## src/rtl/evict_pkg.sv

```systemverilog
package evict_pkg;

  typedef enum logic [2:0] {
    LS_INV = 3'd0,
    LS_SHR = 3'd1,
    LS_EXC = 3'd2,
    LS_OWN = 3'd3,
    LS_MOD = 3'd4
  } line_st_e;

  typedef enum logic [1:0] {
    PRB_INV      = 2'd0,
    PRB_INV_DATA = 2'd1,
    PRB_DOWN     = 2'd2
  } prb_kind_e;

  typedef enum logic [1:0] {
    PRSP_MISS    = 2'd0,
    PRSP_INV_ACK = 2'd1,
    PRSP_DATA    = 2'd2
  } prsp_kind_e;

  typedef enum logic [1:0] {
    DREQ_VICTIM = 2'd0,
    DREQ_CANCEL = 2'd1,
    DREQ_READ   = 2'd2
  } dreq_kind_e;

  typedef enum logic [2:0] {
    EV_IDLE,
    EV_WAIT_ACK,   // buffered dirty data, waiting for memory ack
    EV_WAIT_VIC,   // as above, plus a core victim in flight
    EV_DROP,       // ack done, core data still owed, will be dropped
    EV_PRB_VIC,    // probed while core victim in flight
    EV_NEED_DATA,  // ack done after probe, core data goes to memory
    EV_CANCELLED   // memory writeback cancelled, waiting for its ack
  } ev_st_e;

  typedef struct packed {
    logic       inval;
    logic       repl_retry;
    logic       dreq;
    dreq_kind_e dreq_kind;
    logic       wb;
    logic       wb_core;
    logic       prsp;
    prsp_kind_e prsp_kind;
    logic       set_shared;
    logic       vic_ack;
    logic       vic_retry;
    logic       set_from;
    logic       unblk;
    logic       ccl_retry;
    logic       buf_load;
    logic       core_wr;
  } act_t;

endpackage

```

## src/rtl/evict_buf.sv

```systemverilog
module evict_buf
  import evict_pkg::*;
#(
  parameter int ADDR_W = 16,
  parameter int DATA_W = 32,
  parameter int ID_W   = 4
) (
  input  logic              clk_i,
  input  logic              rst_ni,
  input  logic              load_i,
  input  logic [ADDR_W-1:0] load_addr_i,
  input  logic [DATA_W-1:0] load_data_i,
  input  logic              shared_set_i,
  input  logic              from_set_i,
  input  logic [ID_W-1:0]   from_i,
  input  logic              core_wr_i,
  input  logic [DATA_W-1:0] core_data_i,
  input  logic              core_dirty_i,
  output logic [ADDR_W-1:0] addr_o,
  output logic [DATA_W-1:0] data_o,
  output logic              dirty_o,
  output logic              shared_o,
  output logic [ID_W-1:0]   from_o
);

  always_ff @(posedge clk_i or negedge rst_ni) begin
    if (!rst_ni) begin
      addr_o   <= '0;
      data_o   <= '0;
      dirty_o  <= 1'b0;
      shared_o <= 1'b0;
      from_o   <= '0;
    end else begin
      if (load_i) begin
        addr_o   <= load_addr_i;
        data_o   <= load_data_i;
        dirty_o  <= 1'b1;
        shared_o <= 1'b0;
      end else if (core_wr_i) begin
        data_o  <= core_data_i;
        dirty_o <= core_dirty_i;
      end
      if (shared_set_i) shared_o <= 1'b1;
      if (from_set_i)   from_o   <= from_i;
    end
  end

  AST_LOAD_EXCL: assert property (@(posedge clk_i) disable iff (!rst_ni)
    !(load_i && (core_wr_i || shared_set_i)));

endmodule

```

## src/rtl/evict_fsm.sv

```systemverilog
module evict_fsm
  import evict_pkg::*;
(
  input  logic      clk_i,
  input  logic      rst_ni,
  input  logic      repl_valid_i,
  input  logic      repl_held_i,
  input  line_st_e  repl_state_i,
  input  logic      mem_ack_i,
  input  logic      prb_hit_i,
  input  prb_kind_e prb_kind_i,
  input  logic      vic_hit_i,
  input  logic      cdata_valid_i,
  input  logic      ccl_hit_i,
  input  logic      ccl_own_i,
  input  logic      rd_hit_i,
  output act_t      act_o,
  output ev_st_e    state_o
);

  ev_st_e st_q, st_d;
  act_t   act;

  always_comb begin
    act  = '0;
    st_d = st_q;

    if (repl_valid_i) begin
      if (st_q != EV_IDLE || repl_held_i) begin
        act.repl_retry = 1'b1;
      end else if (repl_state_i == LS_MOD || repl_state_i == LS_OWN) begin
        act.inval     = 1'b1;
        act.dreq      = 1'b1;
        act.dreq_kind = DREQ_VICTIM;
        act.buf_load  = 1'b1;
        st_d          = EV_WAIT_ACK;
      end else if (repl_state_i == LS_SHR || repl_state_i == LS_EXC) begin
        act.inval = 1'b1;
      end
    end

    if (rd_hit_i) begin
      act.dreq      = 1'b1;
      act.dreq_kind = DREQ_READ;
    end

    if (vic_hit_i) begin
      if (st_q == EV_WAIT_ACK) begin
        act.vic_ack  = 1'b1;
        act.set_from = 1'b1;
        st_d         = EV_WAIT_VIC;
      end else begin
        act.vic_retry = 1'b1;
      end
    end

    if (prb_hit_i) begin
      act.prsp = 1'b1;
      if (st_q == EV_WAIT_ACK || st_q == EV_WAIT_VIC) begin
        if (prb_kind_i == PRB_DOWN) begin
          act.prsp_kind  = PRSP_DATA;
          act.set_shared = 1'b1;
        end else begin
          act.prsp_kind = (prb_kind_i == PRB_INV_DATA) ? PRSP_DATA : PRSP_INV_ACK;
          if (st_q == EV_WAIT_ACK) begin
            act.dreq      = 1'b1;
            act.dreq_kind = DREQ_CANCEL;
            st_d          = EV_CANCELLED;
          end else begin
            st_d = EV_PRB_VIC;
          end
        end
      end else begin
        act.prsp_kind = PRSP_MISS;
      end
    end

    if (ccl_hit_i) begin
      if ((st_q == EV_WAIT_VIC || st_q == EV_DROP) && ccl_own_i) begin
        act.unblk = 1'b1;
        st_d      = (st_q == EV_WAIT_VIC) ? EV_WAIT_ACK : EV_IDLE;
      end else begin
        act.ccl_retry = 1'b1;
      end
    end

    if (mem_ack_i) begin
      case (st_q)
        EV_WAIT_ACK:  begin act.wb = 1'b1; st_d = EV_IDLE; end
        EV_WAIT_VIC:  begin act.wb = 1'b1; st_d = EV_DROP; end
        EV_PRB_VIC:   st_d = EV_NEED_DATA;
        EV_CANCELLED: st_d = EV_IDLE;
        default: ;
      endcase
    end

    if (cdata_valid_i) begin
      case (st_q)
        EV_WAIT_VIC: begin act.unblk = 1'b1; st_d = EV_WAIT_ACK; end
        EV_DROP:     begin act.unblk = 1'b1; st_d = EV_IDLE; end
        EV_PRB_VIC: begin
          act.core_wr = 1'b1;
          act.unblk   = 1'b1;
          st_d        = EV_WAIT_ACK;
        end
        EV_NEED_DATA: begin
          act.core_wr = 1'b1;
          act.wb      = 1'b1;
          act.wb_core = 1'b1;
          act.unblk   = 1'b1;
          st_d        = EV_IDLE;
        end
        default: ;
      endcase
    end
  end

  always_ff @(posedge clk_i or negedge rst_ni) begin
    if (!rst_ni) st_q <= EV_IDLE;
    else         st_q <= st_d;
  end

  assign act_o   = act;
  assign state_o = st_q;

  AST_NO_BUSY_LOAD: assert property (@(posedge clk_i) disable iff (!rst_ni)
    act.buf_load |-> st_q == EV_IDLE);
  AST_CANCEL_ONLY_WAIT: assert property (@(posedge clk_i) disable iff (!rst_ni)
    (st_q == EV_CANCELLED && $past(st_q) != EV_CANCELLED) |-> $past(st_q) == EV_WAIT_ACK);

endmodule

```

## src/rtl/dirty_evict_ctrl.sv

```systemverilog
module dirty_evict_ctrl
  import evict_pkg::*;
#(
  parameter int ADDR_W = 16,
  parameter int DATA_W = 32,
  parameter int ID_W   = 4
) (
  input  logic              clk_i,
  input  logic              rst_ni,
  input  logic              repl_valid_i,
  input  logic              repl_held_i,
  input  logic [ADDR_W-1:0] repl_addr_i,
  input  logic [2:0]        repl_state_i,
  input  logic [DATA_W-1:0] repl_data_i,
  input  logic              mem_ack_i,
  input  logic              prb_valid_i,
  input  logic [1:0]        prb_kind_i,
  input  logic [ADDR_W-1:0] prb_addr_i,
  input  logic              vic_valid_i,
  input  logic [ID_W-1:0]   vic_src_i,
  input  logic [ADDR_W-1:0] vic_addr_i,
  input  logic              cdata_valid_i,
  input  logic              cdata_dirty_i,
  input  logic [DATA_W-1:0] cdata_i,
  input  logic              ccl_valid_i,
  input  logic [ID_W-1:0]   ccl_src_i,
  input  logic [ADDR_W-1:0] ccl_addr_i,
  input  logic              rd_valid_i,
  input  logic [ADDR_W-1:0] rd_addr_i,
  output logic              repl_retry_o,
  output logic              line_inval_o,
  output logic              dreq_valid_o,
  output logic [1:0]        dreq_kind_o,
  output logic [ADDR_W-1:0] dreq_addr_o,
  output logic              wb_valid_o,
  output logic [DATA_W-1:0] wb_data_o,
  output logic              wb_dirty_o,
  output logic              wb_shared_o,
  output logic              prsp_valid_o,
  output logic [1:0]        prsp_kind_o,
  output logic [DATA_W-1:0] prsp_data_o,
  output logic              vic_ack_o,
  output logic              vic_retry_o,
  output logic [ID_W-1:0]   vic_dst_o,
  output logic              unblk_o,
  output logic              ccl_retry_o
);

  localparam int N_CMP = 4;  // probe, victim, cancel, read
  localparam int C_PRB = 0;
  localparam int C_VIC = 1;
  localparam int C_CCL = 2;
  localparam int C_RD  = 3;

  act_t              act;
  ev_st_e            st;
  logic [ADDR_W-1:0] buf_addr;
  logic [DATA_W-1:0] buf_data;
  logic              buf_dirty, buf_shared;
  logic [ID_W-1:0]   buf_from;
  logic              busy;

  logic [N_CMP-1:0][ADDR_W-1:0] cmp_addr;
  logic [N_CMP-1:0]             cmp_hit;

  assign busy     = (st != EV_IDLE);
  assign cmp_addr = {rd_addr_i, ccl_addr_i, vic_addr_i, prb_addr_i};

  for (genvar g = 0; g < N_CMP; g++) begin : g_cmp
    assign cmp_hit[g] = busy && (cmp_addr[g] == buf_addr);
  end

  evict_fsm u_fsm (
    .clk_i         (clk_i),
    .rst_ni        (rst_ni),
    .repl_valid_i  (repl_valid_i),
    .repl_held_i   (repl_held_i),
    .repl_state_i  (line_st_e'(repl_state_i)),
    .mem_ack_i     (mem_ack_i),
    .prb_hit_i     (prb_valid_i && cmp_hit[C_PRB]),
    .prb_kind_i    (prb_kind_e'(prb_kind_i)),
    .vic_hit_i     (vic_valid_i && cmp_hit[C_VIC]),
    .cdata_valid_i (cdata_valid_i),
    .ccl_hit_i     (ccl_valid_i && cmp_hit[C_CCL]),
    .ccl_own_i     (ccl_src_i == buf_from),
    .rd_hit_i      (rd_valid_i && cmp_hit[C_RD]),
    .act_o         (act),
    .state_o       (st)
  );

  evict_buf #(
    .ADDR_W (ADDR_W),
    .DATA_W (DATA_W),
    .ID_W   (ID_W)
  ) u_buf (
    .clk_i        (clk_i),
    .rst_ni       (rst_ni),
    .load_i       (act.buf_load),
    .load_addr_i  (repl_addr_i),
    .load_data_i  (repl_data_i),
    .shared_set_i (act.set_shared),
    .from_set_i   (act.set_from),
    .from_i       (vic_src_i),
    .core_wr_i    (act.core_wr),
    .core_data_i  (cdata_i),
    .core_dirty_i (cdata_dirty_i),
    .addr_o       (buf_addr),
    .data_o       (buf_data),
    .dirty_o      (buf_dirty),
    .shared_o     (buf_shared),
    .from_o       (buf_from)
  );

  always_ff @(posedge clk_i or negedge rst_ni) begin
    if (!rst_ni) begin
      repl_retry_o <= 1'b0;
      line_inval_o <= 1'b0;
      dreq_valid_o <= 1'b0;
      dreq_kind_o  <= '0;
      dreq_addr_o  <= '0;
      wb_valid_o   <= 1'b0;
      wb_data_o    <= '0;
      wb_dirty_o   <= 1'b0;
      wb_shared_o  <= 1'b0;
      prsp_valid_o <= 1'b0;
      prsp_kind_o  <= '0;
      prsp_data_o  <= '0;
      vic_ack_o    <= 1'b0;
      vic_retry_o  <= 1'b0;
      vic_dst_o    <= '0;
      unblk_o      <= 1'b0;
      ccl_retry_o  <= 1'b0;
    end else begin
      repl_retry_o <= act.repl_retry;
      line_inval_o <= act.inval;
      dreq_valid_o <= act.dreq;
      dreq_kind_o  <= act.dreq_kind;
      dreq_addr_o  <= act.buf_load ? repl_addr_i : buf_addr;
      wb_valid_o   <= act.wb;
      wb_data_o    <= act.wb_core ? cdata_i : buf_data;
      wb_dirty_o   <= act.wb_core ? cdata_dirty_i : buf_dirty;
      wb_shared_o  <= act.wb && buf_shared;
      prsp_valid_o <= act.prsp;
      prsp_kind_o  <= act.prsp_kind;
      prsp_data_o  <= buf_data;
      vic_ack_o    <= act.vic_ack;
      vic_retry_o  <= act.vic_retry;
      vic_dst_o    <= vic_src_i;
      unblk_o      <= act.unblk;
      ccl_retry_o  <= act.ccl_retry;
    end
  end

  AST_ONE_EVENT: assert property (@(posedge clk_i) disable iff (!rst_ni)
    $countones({repl_valid_i, mem_ack_i, prb_valid_i, vic_valid_i,
                cdata_valid_i, ccl_valid_i, rd_valid_i}) <= 1);
  AST_VICTIM_FROM_IDLE: assert property (@(posedge clk_i) disable iff (!rst_ni)
    (dreq_valid_o && dreq_kind_o == DREQ_VICTIM) |-> $past(st) == EV_IDLE);
  AST_CANCEL_STATE: assert property (@(posedge clk_i) disable iff (!rst_ni)
    (dreq_valid_o && dreq_kind_o == DREQ_CANCEL) |-> st == EV_CANCELLED);
  AST_CANCELLED_MISS: assert property (@(posedge clk_i) disable iff (!rst_ni)
    (prsp_valid_o && st == EV_CANCELLED && $past(st) == EV_CANCELLED)
      |-> prsp_kind_o == PRSP_MISS);
  AST_WB_EXIT: assert property (@(posedge clk_i) disable iff (!rst_ni)
    wb_valid_o |-> (st == EV_IDLE || st == EV_DROP));
  AST_ACK_RETRY_EXCL: assert property (@(posedge clk_i) disable iff (!rst_ni)
    !(vic_ack_o && vic_retry_o));
  AST_IDLE_QUIET: assert property (@(posedge clk_i) disable iff (!rst_ni)
    (st == EV_IDLE && $past(st) == EV_IDLE)
      |-> !(wb_valid_o || prsp_valid_o || unblk_o || vic_ack_o || dreq_valid_o));

endmodule

```

## config.mk

```make
export PLATFORM = sky130hd
export DESIGN_NAME = dirty_evict_ctrl
export DESIGN_NICKNAME = d
export VERILOG_FILES = /design/src/rtl/evict_pkg.sv /design/src/rtl/evict_buf.sv /design/src/rtl/evict_fsm.sv /design/src/rtl/dirty_evict_ctrl.sv
export SDC_FILE = /design/constraint.sdc
export NUM_CORES = 1
export LEC_CHECK = 0
export BUFFER_PORTS_ARGS = -buffer_cell sky130_fd_sc_hd__buf_4
export CAP_MARGIN = 5
export CELL_PAD_IN_SITES_DETAIL_PLACEMENT = 1
export CELL_PAD_IN_SITES_GLOBAL_PLACEMENT = 2
export CORE_MARGIN = 4
export CORE_UTILIZATION = 26
export CTS_CLUSTER_SIZE = 16
export DETAILED_ROUTE_END_ITERATION = 10
export PLACE_DENSITY_LB_ADDON = 0.1
export SLEW_MARGIN = 20
export SYNTH_ARGS = -nofsm -noshare
export SYNTH_HDL_FRONTEND = slang
export SYNTH_SLANG_ARGS = --single-unit
```

## constraint.sdc

```tcl
create_clock -name clk_i -period 2.1 [get_ports clk_i]
set_input_delay 0.525 -clock clk_i [delete_from_list [all_inputs] [get_ports clk_i]]
set_output_delay 0.525 -clock clk_i [all_outputs]
set_load 0.01 [all_outputs]
```

==> metrics.txt <==
status=finished with violations; failing checks=setup timing; antenna violations before repair=0; ys async rst share=100%; most common cell in the synthesized netlist=dfrtp_1; Worst R2R End=u_fsm.state_o[1]; synthesized area=0.00608 sq mm; CP bufs+invs=0; Worst EP required=2430 ps; Fill cells=2549; grt ovf=0; f_max=469 MHz; worst setup path endpoint=u_fsm.state_o[1]; Tightest Pin Transition=428 ps; Initial Util=26.6%; crit share post-route=101%; Post-synth top flop=dfrtp_1; r2r setup slk=-30 ps; layout cells sized above 1=50.4%; CTS sink cnt=140; Slew headroom=71.4%; worst r2r path cells=6; Root Driver=clkbuf_16; Die Y=161 microns; Clock Latency Late Sink=420 ps; CP top delay family=simple AND/OR/NAND/NOR gates; Slowest Stage Delay on Critical Path=550 ps; crit path from=u_buf.addr_o[5]; Slew Viols, Final=0; Initial DRC Count=155; part of the power in registers=36.2%; Final ANT Viol Nets=0; Mapped Nets=672; dpl ws=-356 ps; Combinational Power Share=39.9%; row count=55; worst-path cell chain=xnor2_1 > nand4_1 > or4_4 > or4_4 > a21o_1 > a311oi_2; unrepaired setup endpoints after global routing=yes; Synth warnings=0; Seq/Total Area, Yosys=57.6%; H-tree depth=4; kind of start point of the critical path=flop; WP data arrival=2460 ps; Clk network pwr share=24.0%; Hold Fails Final Rpt=0; internal power=8.24 mW; crit path max-delay cell type=or4_4; nature of the critical path endpoint=flop; hold path start=vic_src_i[0]; antenna cells=0; Clock transition at path regs=70 ps; Setup Skew=15.2 ps; vias in the first global route=5435; sum of negative setup slack=-30.5 ps; Vias=4839; worst hold slack=214 ps; Total Routing Usage GR=15.6%; Yosys cell types=41; cell accounting for the most synthesized area=dfrtp_1; synth-to-layout area growth=54.5%; ranking of synthesized cells by area=dfrtp_1, mux2_2, xnor2_1; CTS tree=built; FF+latch count, synth=140; final wirelength=20.4 mm; Setup Viol. Count Final=1; Lkg Pwr=4.60 nW; top-level I/O count=267; Max VDD drop=0.485 mV; worst min path class=in -> reg; DP HPWL=15.6 mm; setup ws final=-30.5 ps; area occupied by multi-input gates=0.00251 sq mm; cell mode on critical path=or4_4; Levels on crit path=6; vias per std cell=4.32; mean area per synthesized cell=12.1 sq um; Post-route DRC=0; gp weighted congestion=0.800; pin count of the biggest net entering global routing=37; Cell Pwr Density=1330 mW/mm^2; global-route wire length before repair=31.0 mm; design area=0.00940 sq mm; Synth Instances=501; Layout Nets=964; R2R Path Start=u_buf.addr_o[5]; CP max FO=2; Die Span X=161 microns; die area=0.0259 sq mm; I/O Buffers=266; total CTS buffers=17; Net Sw Frac=34.3%; sequential standard cell area=0.00350 sq mm; DRT Pass-1 Iters=4; most frequent cells after synthesis=dfrtp_1, mux2_2, xnor2_1, nor2_1, a21oi_1; cell count of the worst hold path=1; Bufs on Longest Clock Path=2; final worst path period need=2130 ps; post-synth top area share=57.6%; CORE AREA=0.0228 sq mm; P_sw=4.29 mW; crit path kind=reg -> reg; Post-DP Area=0.00868 sq mm; EDFF count, synth=0; Max-cap violations=0; Util after Layout=41.1%; Routed WL per cell=18.3 microns
registers in the layout, summed over array words and instances (netlist names), 2 cells and up:
signal / flops
dreq_kind_o: 2
prsp_data_o: 32
prsp_kind_o: 2
u_buf.addr_o: 16
u_buf.data_o: 32
u_buf.from_o: 4
u_fsm.state_o: 3
vic_dst_o: 4
wb_data_o: 32
worst register-to-register path, cell delays in order, from the launching register on:
cell and delay (ps):
dfrtp_1 410, xnor2_1 170, nand4_1 100, or4_4 550
or4_4 430, a21o_1 180, a311oi_2 190
cell families (layout without fill, tap and decap cells):
kind of cell / after synthesis / after routing / synth area share [%]
DFF: 140 / 140 / 57.6
adders and majority gates: 3 / 3 / 0.617
buffers and inverters: 39 / 344 / 3.25
AOI/OAI and AO/OA: 50 / 50 / 4.65
and+or+nand+nor: 120 / 120 / 9.52
xor gates and xnor gates: 68 / 68 / 10.0
muxes: 81 / 81 / 14.3
how the worst min path moves through the flow:
stage | endpoint | slack (ps)
2_1_floorplan | ccl_retry_o | 230
3_3_place_gp | prsp_data_o[16] | 370
3_5_place_dp | prsp_data_o[8] | 380
4_1_cts | vic_dst_o[0] | 190
5_1_grt | vic_dst_o[0] | 190
6_report | vic_dst_o[0] | 210
per-layer routing:
layer | wire [microns] | vias up | global-route usage (%)
met5 | 0 | - | 0
met4 | 390 | 0 | 4.89
met3 | 1270 | 26 | 5.08
met2 | 11100 | 149 | 28.7
met1 | 7630 | 2373 | 17.0
li1 | - | 2291 | -
layout make-up:
| class | instances | area share, % |
|---|---|---|
| multi-input combinational | 322 | 26.7 |
| clock inverter | 14 | 1.62 |
| tap | 313 | 4.17 |
| clock buffer | 18 | 4.57 |
| inverter | 7 | 0.280 |
| sequential | 140 | 37.3 |
| timing repair buffer | 305 | 25.4 |
cells in the final DEF, fill, tap and decap left out, types with 4 or more instances in the layout:
master	Yosys	routed
buf_12	0	7
nand4_1	13	13
xnor2_1	47	45
clkbuf_16	0	17
inv_1	6	6
nor2_1	45	45
inv_6	0	6
nand3_1	8	5
mux2i_1	32	32
a21oi_1	35	35
buf_4	0	295
xor2_1	19	19
o21ai_0	5	5
nor4_2	1	4
nand2_1	29	28
mux2_2	49	49
dfrtp_1	140	139
stage by stage:
step | std cells | power, mW
2_1_floorplan | 501 | 7.02
3_3_place_gp | 1085 | 9.38
3_5_place_dp | 1085 | 9.52
4_1_cts | 1118 | 12.7
5_1_grt | 1119 | 13.3
6_report | 1119 | 12.5
what timing repair did:
action                                  in CTS  in global routing
endpoints found under the setup margin      10                 12
hold buffers                                 1                  0
setup buffers                                0                  1
endpoints found under the hold margin       18                  0
pin swaps                                    7                  9
resized for setup                           11                  9
power by group through the flow:
| stage | Clock (mW) | Combinational (mW) | Sequential (mW) |
|---|---|---|---|
| 3_3_place_gp | 0 | 4.83 | 4.54 |
| 4_1_cts | 3.11 | 5.02 | 4.56 |
| 3_5_place_dp | 0 | 4.92 | 4.60 |
| 5_1_grt | 3.23 | 5.40 | 4.68 |
| 2_1_floorplan | 0 | 2.23 | 4.79 |
| 6_report | 3.00 | 4.99 | 4.53 |
Note: power is estimated with default switching activity, not from simulation.
